## config.mk

```make
export PLATFORM = sky130hd
export DESIGN_NAME = mxb_bus_ctrl
export DESIGN_NICKNAME = d
export VERILOG_FILES = /design/src/rtl/mxb_pkg.sv /design/src/rtl/mxb_phase.sv /design/src/rtl/mxb_cycle_reg.sv /design/src/rtl/mxb_rd_capture.sv /design/src/rtl/mxb_bus_ctrl.sv
export SDC_FILE = /design/constraint.sdc
export NUM_CORES = 1
export LEC_CHECK = 0
export ABC_AREA = 1
export BUFFER_PORTS_ARGS = -buffer_cell sky130_fd_sc_hd__buf_2
export CORE_MARGIN = 4
export CORE_UTILIZATION = 47
export CTS_CLUSTER_DIAMETER = 200
export DETAILED_ROUTE_END_ITERATION = 10
export PLACE_DENSITY = 0.8
export SLEW_MARGIN = 20
export SYNTH_ARGS = -nofsm -noshare
export SYNTH_HDL_FRONTEND = slang
export SYNTH_HIERARCHICAL = 1
export SYNTH_SLANG_ARGS = --single-unit
```

## constraint.sdc

```tcl
create_clock -name clk -period 1.4 [get_ports clk]
set_input_delay 0.42 -clock clk [delete_from_list [all_inputs] [get_ports clk]]
set_output_delay 0.42 -clock clk [all_outputs]
set_load 0.03 [all_outputs]
```

## src/rtl/mxb_pkg.sv

```systemverilog
package mxb_pkg;
    localparam int unsigned ADDR_W = 16;
    localparam int unsigned DATA_W = 8;
    localparam int unsigned HI_W   = ADDR_W - DATA_W;
    localparam int unsigned PH_W   = 2;

    typedef struct packed {
        logic              valid;
        logic              we;
        logic [ADDR_W-1:0] addr;
        logic [DATA_W-1:0] wdata;
    } cyc_t;

    typedef struct packed {
        logic              e;
        logic              as;
        logic              rw;
        logic [HI_W-1:0]   hi;
        logic [DATA_W-1:0] ad_out;
        logic              ad_oe;
    } pin_t;
endpackage

```

## src/rtl/mxb_phase.sv

```systemverilog
module mxb_phase
    import mxb_pkg::*;
#(
    parameter logic [PH_W-1:0] RESET_PH = 2'd1
) (
    input  logic            clk,
    input  logic            rst_n,
    output logic [PH_W-1:0] ph_d,
    output logic            last
);
    logic [PH_W-1:0] ph_q;

    always_comb begin
        ph_d = ph_q + 1'b1;
        last = (ph_q == {PH_W{1'b1}});
    end

    always_ff @(posedge clk) begin
        if (!rst_n) ph_q <= RESET_PH;
        else        ph_q <= ph_d;
    end
endmodule

```

## src/rtl/mxb_cycle_reg.sv

```systemverilog
module mxb_cycle_reg
    import mxb_pkg::*;
(
    input  logic              clk,
    input  logic              rst_n,
    input  logic              take,
    input  logic              req_valid,
    input  logic              req_we,
    input  logic [ADDR_W-1:0] req_addr,
    input  logic [DATA_W-1:0] req_wdata,
    output cyc_t              nxt,
    output logic              cur_rd
);
    cyc_t cyc_d, cyc_q;

    always_comb begin
        cyc_d = cyc_q;
        if (take) begin
            cyc_d.valid = req_valid;
            cyc_d.we    = req_valid && req_we;
            if (req_valid) begin
                cyc_d.addr  = req_addr;
                cyc_d.wdata = req_wdata;
            end
        end
        nxt    = cyc_d;
        cur_rd = cyc_q.valid && !cyc_q.we;
    end

    always_ff @(posedge clk) begin
        if (!rst_n) cyc_q <= '0;
        else        cyc_q <= cyc_d;
    end
endmodule

```

## src/rtl/mxb_rd_capture.sv

```systemverilog
module mxb_rd_capture
    import mxb_pkg::*;
(
    input  logic              clk,
    input  logic              rst_n,
    input  logic              take,
    input  logic              cur_rd,
    input  logic [DATA_W-1:0] ad_in,
    output logic [DATA_W-1:0] rd_data,
    output logic              rd_valid
);
    typedef struct packed {
        logic              valid;
        logic [DATA_W-1:0] data;
    } rd_t;

    rd_t st_d, st_q;

    always_comb begin
        st_d.valid = take && cur_rd;
        st_d.data  = st_d.valid ? ad_in : st_q.data;
    end

    always_ff @(posedge clk) begin
        if (!rst_n) st_q <= '0;
        else        st_q <= st_d;
    end

    assign rd_data  = st_q.data;
    assign rd_valid = st_q.valid;
endmodule

```

## src/rtl/mxb_bus_ctrl.sv

```systemverilog
module mxb_bus_ctrl
    import mxb_pkg::*;
(
    input  logic              clk,
    input  logic              rst_n,
    input  logic              req_valid,
    input  logic              req_we,
    input  logic [ADDR_W-1:0] req_addr,
    input  logic [DATA_W-1:0] req_wdata,
    output logic              req_take,
    output logic [DATA_W-1:0] rd_data,
    output logic              rd_valid,
    output logic              e_clk,
    output logic              as_stb,
    output logic              rw,
    output logic [HI_W-1:0]   addr_hi,
    output logic [DATA_W-1:0] ad_out,
    output logic              ad_oe,
    input  logic [DATA_W-1:0] ad_in
);
    logic [PH_W-1:0] ph_d;
    logic            last;
    cyc_t            nxt;
    logic            cur_rd;
    pin_t            pin_d, pin_q;

    mxb_phase #(.RESET_PH(2'd1)) u_phase (
        .clk   (clk),
        .rst_n (rst_n),
        .ph_d  (ph_d),
        .last  (last)
    );

    mxb_cycle_reg u_cyc (
        .clk       (clk),
        .rst_n     (rst_n),
        .take      (last),
        .req_valid (req_valid),
        .req_we    (req_we),
        .req_addr  (req_addr),
        .req_wdata (req_wdata),
        .nxt       (nxt),
        .cur_rd    (cur_rd)
    );

    mxb_rd_capture u_rd (
        .clk      (clk),
        .rst_n    (rst_n),
        .take     (last),
        .cur_rd   (cur_rd),
        .ad_in    (ad_in),
        .rd_data  (rd_data),
        .rd_valid (rd_valid)
    );

    // Pin values for the coming phase; phases 2 and 3 are the E-high half.
    always_comb begin
        pin_d.e      = ph_d[1];
        pin_d.as     = (ph_d == '0);
        pin_d.rw     = !nxt.we;
        pin_d.hi     = nxt.addr[ADDR_W-1:DATA_W];
        pin_d.ad_out = ph_d[1] ? nxt.wdata : nxt.addr[DATA_W-1:0];
        pin_d.ad_oe  = !ph_d[1] || nxt.we;
    end

    always_ff @(posedge clk) begin
        if (!rst_n) begin
            pin_q    <= '0;
            pin_q.rw <= 1'b1;
        end else begin
            pin_q <= pin_d;
        end
    end

    assign req_take = last;
    assign e_clk    = pin_q.e;
    assign as_stb   = pin_q.as;
    assign rw       = pin_q.rw;
    assign addr_hi  = pin_q.hi;
    assign ad_out   = pin_q.ad_out;
    assign ad_oe    = pin_q.ad_oe;
endmodule

```

==> results.toml, run 1 <==
[cells_and_area]
post-route-util_pct = 61.52
antenna_cells = 0
nNetsFinal = 454
drive_gt1_share_pct = 25.12
synthToLayoutAreaGrowth_pct = 23.97
final_cell_area_um2 = 2983

[floorplanning]
die_height_um = 79.55
io_pins = 66
start_util_pct = 49.63
dieArea_um2 = 6328
coreArea_um2 = 4848
rows = 25
die_width_um = 79.55

[clocking]
clock_latency_ns = 0.33
cts_num_sinks = 57
cts_made_buffers = 9
h-tree-depth = 3
cts_tree = "done"
clock_path_buffers = 2
ctsRootBufferMaster = "clkbuf_8"
clkTransAtPathRegs_ns = 0.06

[min_path]
whs_path_depth = 3
hold_class = "primary input to flip-flop"

[sta]
fin_skew_ns = 0.005362
finalCriticalPeriod_ns = 1.385
drv_slew = 0
tightestPinTransition_ns = 0.2858
fin_setup_tns_ns = 0
slew_headroom_pct = 80.88
whs_ns = 0.3084
final_hold_viol_count = 0
worst_slack_ns = 0.01536
setup-violations-final = 0
max_clock_freq_mhz = 722.2
post-route-period-util_pct = 98.90
rsz0062_at_grt = "yes"

[route]
drt_iter0_markers = 100
drt_wl_total_um = 5071
route.vias.total = 2115
drc = 0
detail_route.wl_per_cell_um = 10.37
ant_nets = 0
detail_route.vias_per_cell = 4.325
drt-pass1-iter-count = 5

[grt]
antenna_found_initial = 0
grt_max_degree = 27
grt_pass1_vias = 2089
overflow = 0
grt_pass1_wl_um = 8562
grtUsageTotal_pct = 17.63

[power_and_ir_drop]
p_per_area_nw_per_um2 = 1265
p_clk_share_pct = 35.3
p_int_w = 0.002700
p_leak_nw = 1.880
p_sw_share_pct = 28.46
comb_power_share_pct = 17.9
pwr-share-seq_pct = 46.8
ir_worst_vdd_uv = 569.5
p_sw_w = 0.001074

[placement]
dpl-instance-area_um2 = 2756
io_buffers = 65
hpwlAfterDp_um = 3518
globalplace.congestion = 0.8745
dpl_worst_slack_ns = 0.07619

[setup_path]
crit_arrival_ns = 0.96
crit_type = "flip-flop to output pin"
worstPathBufferInverterCount = 1
cp.depth = 2
end_kind = "output pin"
critPathLaunchType = "flip-flop"
crit_family = "flip-flops"
reg2reg_depth = 8
required_ns = 0.98
crit_chain = "ha_4 -> buf_6"
slowest_delay_ns = 0.34
crit_slowest_cell = "dfxtp_2"
crit_path_max_fanout = 3

[synth]
synthCells = 347
synth_area_um2 = 2406
synth.yosys.warnings = 6
syn_avg_cell_area_um2 = 6.934
synth_nets = 384

[flow_run]
maxCapViolations = 0

[status]
outcome = "finished clean"
[power groups by stage]
stage / combinational [W] / clock [W] / sequential (W)
after floorplan: 0.000366 / 0 / 0.00191
after global placement: 0.000633 / 0 / 0.00180
after detailed placement: 0.000651 / 0 / 0.00180
after CTS: 0.000671 / 0.00137 / 0.00177
after global routing: 0.000763 / 0.00145 / 0.00178
final: 0.000677 / 0.00133 / 0.00177
[worst paths after layout]
| kind | from | to | slack [ns] |
|---|---|---|---|
| worst min register to register | u_phase/ph_q[0] | u_phase/ph_q[0] | 0.43 |
| worst max-delay path | u_phase/ph_q[0] | req_take | 0.02 |
| worst min-delay path | ad_in[7] | u_rd/rd_data[7] | 0.31 |
| worst max register to register | u_phase/ph_q[0] | ad_out[2] | 0.10 |
[worst min-delay path, stage by stage]
cell and delay, ns:
buf_2 0.07, nor2_1 0.03, nor2_1 0.08
[registers in the layout, summed over array words and instances (netlist names)]
signal         cells
ad_oe              1
ad_out             8
addr_hi            8
as_stb             1
e_clk              1
rw                 1
u_cyc/cyc_q       26
u_phase/ph_q       2
u_rd/rd_data       8
u_rd/rd_valid      1
[final cells by class]
type / count / area (um2)
clock buffers: 13 / 158.9
clock inverters: 3 / 15.01
fillers: 437 / 1866
inverters: 97 / 364.1
multi-input cells: 177 / 790.8
flip-flops and latches: 57 / 1144
well taps: 67 / 83.83
repair buffers: 75 / 426.7
[layout by cell type (no fill, tap or decap)]
master	instances
nand2_2	12
buf_4	8
buf_2	64
clkbuf_1	2
nand3_1	41
buf_8	1
nand2_8	1
nor3_1	1
dfxtp_1	55
clkinv_2	3
clkbuf_8	11
clkinv_1	1
dfxtp_2	2
nand2_1	76
o21ai_0	1
buf_6	1
inv_1	96
nor2_2	1
nor2_1	41
a21oi_1	2
buf_12	1
ha_4	1
[layer usage]
| metal | global-route usage (%) | wire, um | vias to the layer above |
|---|---|---|---|
| met4 | 10.82 | 96 | 0 |
| met3 | 4.853 | 333 | 9 |
| met1 | 19.28 | 2133 | 916 |
| li1 | - | - | 1123 |
| met2 | 30.05 | 2508 | 67 |
| met5 | 0 | 0 | - |
[what timing repair did]
item	in CTS	in global routing
resized for setup	6	6
pin swaps	1	2
setup endpoints to repair	1	7
hold endpoints to repair	0	0
hold buffers	0	0
buffers inserted	1	0
[through the flow]
step           total power, W  instances
6_report             0.003774        489
5_1_grt              0.003988        489
4_1_cts              0.003812        489
3_5_place_dp         0.002448        472
3_3_place_gp         0.002429        472
2_1_floorplan        0.002274        347
(Power assumes the default switching activity.)
==> inputs of run 2 (changes only) <==
Settings changed: CORE_UTILIZATION 47 to 52, PLACE_DENSITY 0.8 to 0.86.
==> results.toml, run 2 (synthesized netlist as in run 1, its figures left out) <==
[power_and_ir_drop]
ir_worst_vdd_uv = 744.1
p_leak_nw = 1.921
p_per_area_nw_per_um2 = 1372

[grt]
grt_pass1_wl_um = 8990
grt_pass1_vias = 2055
overflow = 0
grtUsageTotal_pct = 18.98
grt_max_degree = 26
antenna_found_initial = 0

[route]
drt_iter0_markers = 114
wl_met2_um = 2616
detail_route.vias_per_cell = 4.633
route.vias.total = 2196
wl_met1_um = 2261
top_layer_used = "met4"
drc = 0
drt_wl_total_um = 5397
detail_route.wl_per_cell_um = 11.39
ant_nets = 0
wl_met3_um = 368
drt-pass1-iter-count = 5

[cells_and_area]
nNetsFinal = 454
fill_cells = 363
largest_register = "u_cyc/cyc_q"
layout_common_cells = "inv_1 (96), nand2_1 (80), buf_2 (64)"
antenna_cells = 0
drive_gt1_share_pct = 24.41
synthToLayoutAreaGrowth_pct = 26.16
largest_reg_flops = 26
final_common_cell = "inv_1"

[floorplanning]
coreArea_um2 = 4414
die_height_um = 76.02
dieArea_um2 = 5779
rows = 24
die_width_um = 76.02
io_pins = 66
start_util_pct = 54.51

[sta]
slew_headroom_pct = 80.39
fin_skew_ns = 0.005005
post-route-period-util_pct = 99.46
final_hold_viol_count = 0
whs_ns = 0.3122
max_clock_freq_mhz = 718.2
drv_slew = 0
rsz0062_at_grt = "yes"
setup-violations-final = 0
finalCriticalPeriod_ns = 1.392
worst_slack_ns = 0.007541
tightestPinTransition_ns = 0.2939

[placement]
globalplace.congestion = 0.7982
dpl_worst_slack_ns = 0.07665
hpwlAfterDp_um = 3510
io_buffers = 65

[clocking]
cts_tree = "done"
h-tree-depth = 3
clock_latency_ns = 0.33
clock_path_buffers = 2
hold_buffers = 0
cts_made_buffers = 9
ctsRootBufferMaster = "clkbuf_8"
cts_num_sinks = 57
clkTransAtPathRegs_ns = 0.06

[setup_path]
crit_arrival_ns = 0.97
critPathLaunchType = "flip-flop"
crit_path_max_fanout = 2
crit_chain = "ha_4 -> buf_6"
end_kind = "output pin"
crit_slowest_cell = "dfxtp_2"
r2r_setup_slack_ns = 0.07
required_ns = 0.98
crit_type = "flip-flop to output pin"
slowest_delay_ns = 0.34

[flow_run]
maxCapViolations = 0

[status]
outcome = "finished clean"

[min_path]
hold_class = "primary input to flip-flop"
[run 2: changes by cell type in the layout (fill, tap and decap cells not counted), sizes merged]
cell	previous run	this run
bufinv	0	2
clkbuf	13	11
[run 2: worst paths after layout]
| kind | from | to | cells past startpoint |
|---|---|---|---|
| setup / recovery | u_phase/ph_q[0] | req_take | 2 |
| setup reg to reg | u_phase/ph_q[0] | ad_out[5] | 8 |
| hold reg to reg | u_cyc/cyc_q[25] | u_cyc/cyc_q[25] | 2 |
| hold / removal | ad_in[3] | u_rd/rd_data[3] | 3 |
[run 2: layout make-up]
class,count,area [um2],area share (%)
sequential,57,1144,37.68
multi-input combinational,177,785.8,25.89
timing repair buffer,75,456.7,15.05
inverter,97,364.1,12.00
clock buffer,11,141.4,4.658
clock inverter,5,78.83,2.597
tap,52,65.06,2.143
[run 2: critical path: cells and delay by family (launching register included)]
family | cells | cell delay (ns)
flip-flops | 1 | 0.34
buffers and inverters | 1 | 0.14
adder cells (fa/ha/maj) | 1 | 0.17
[run 2: what timing repair did]
action / 4_1_cts / 5_1_grt
resized for setup: 6 / 1
pin swaps: 1 / 0
setup buffers: 1 / 1
endpoints found under the setup margin: 1 / 10
hold endpoints to repair: 0 / 0
[run 2: power breakdown]
group	switching (W)	total, W	internal [W]
Combinational	0.000451	0.000700	0.000249
Sequential	0.0000344	0.00177	0.00173
Clock	0.000648	0.00170	0.00105
[run 2: metal layers]
metal	GRT usage, %	vias up
met2	30.05	87
li1	-	1125
met5	0	-
met1	23.28	968
met3	4.255	16
met4	11.57	0
[run 2: through the flow]
stage | utilization [%] | setup TNS (ns) | cells | power, W | instance area (um2)
3_3_place_gp | 62.42 | 0 | 456 | 0.002440 | 2755
4_1_cts | 68.48 | -0.006526 | 473 | 0.004175 | 3023
3_5_place_dp | 62.42 | 0 | 456 | 0.002458 | 2755
6_report | 68.76 | 0 | 474 | 0.004164 | 3035
2_1_floorplan | - | 0 | 347 | 0.002274 | 2409
5_1_grt | 68.76 | -0.02184 | 474 | 0.004362 | 3035
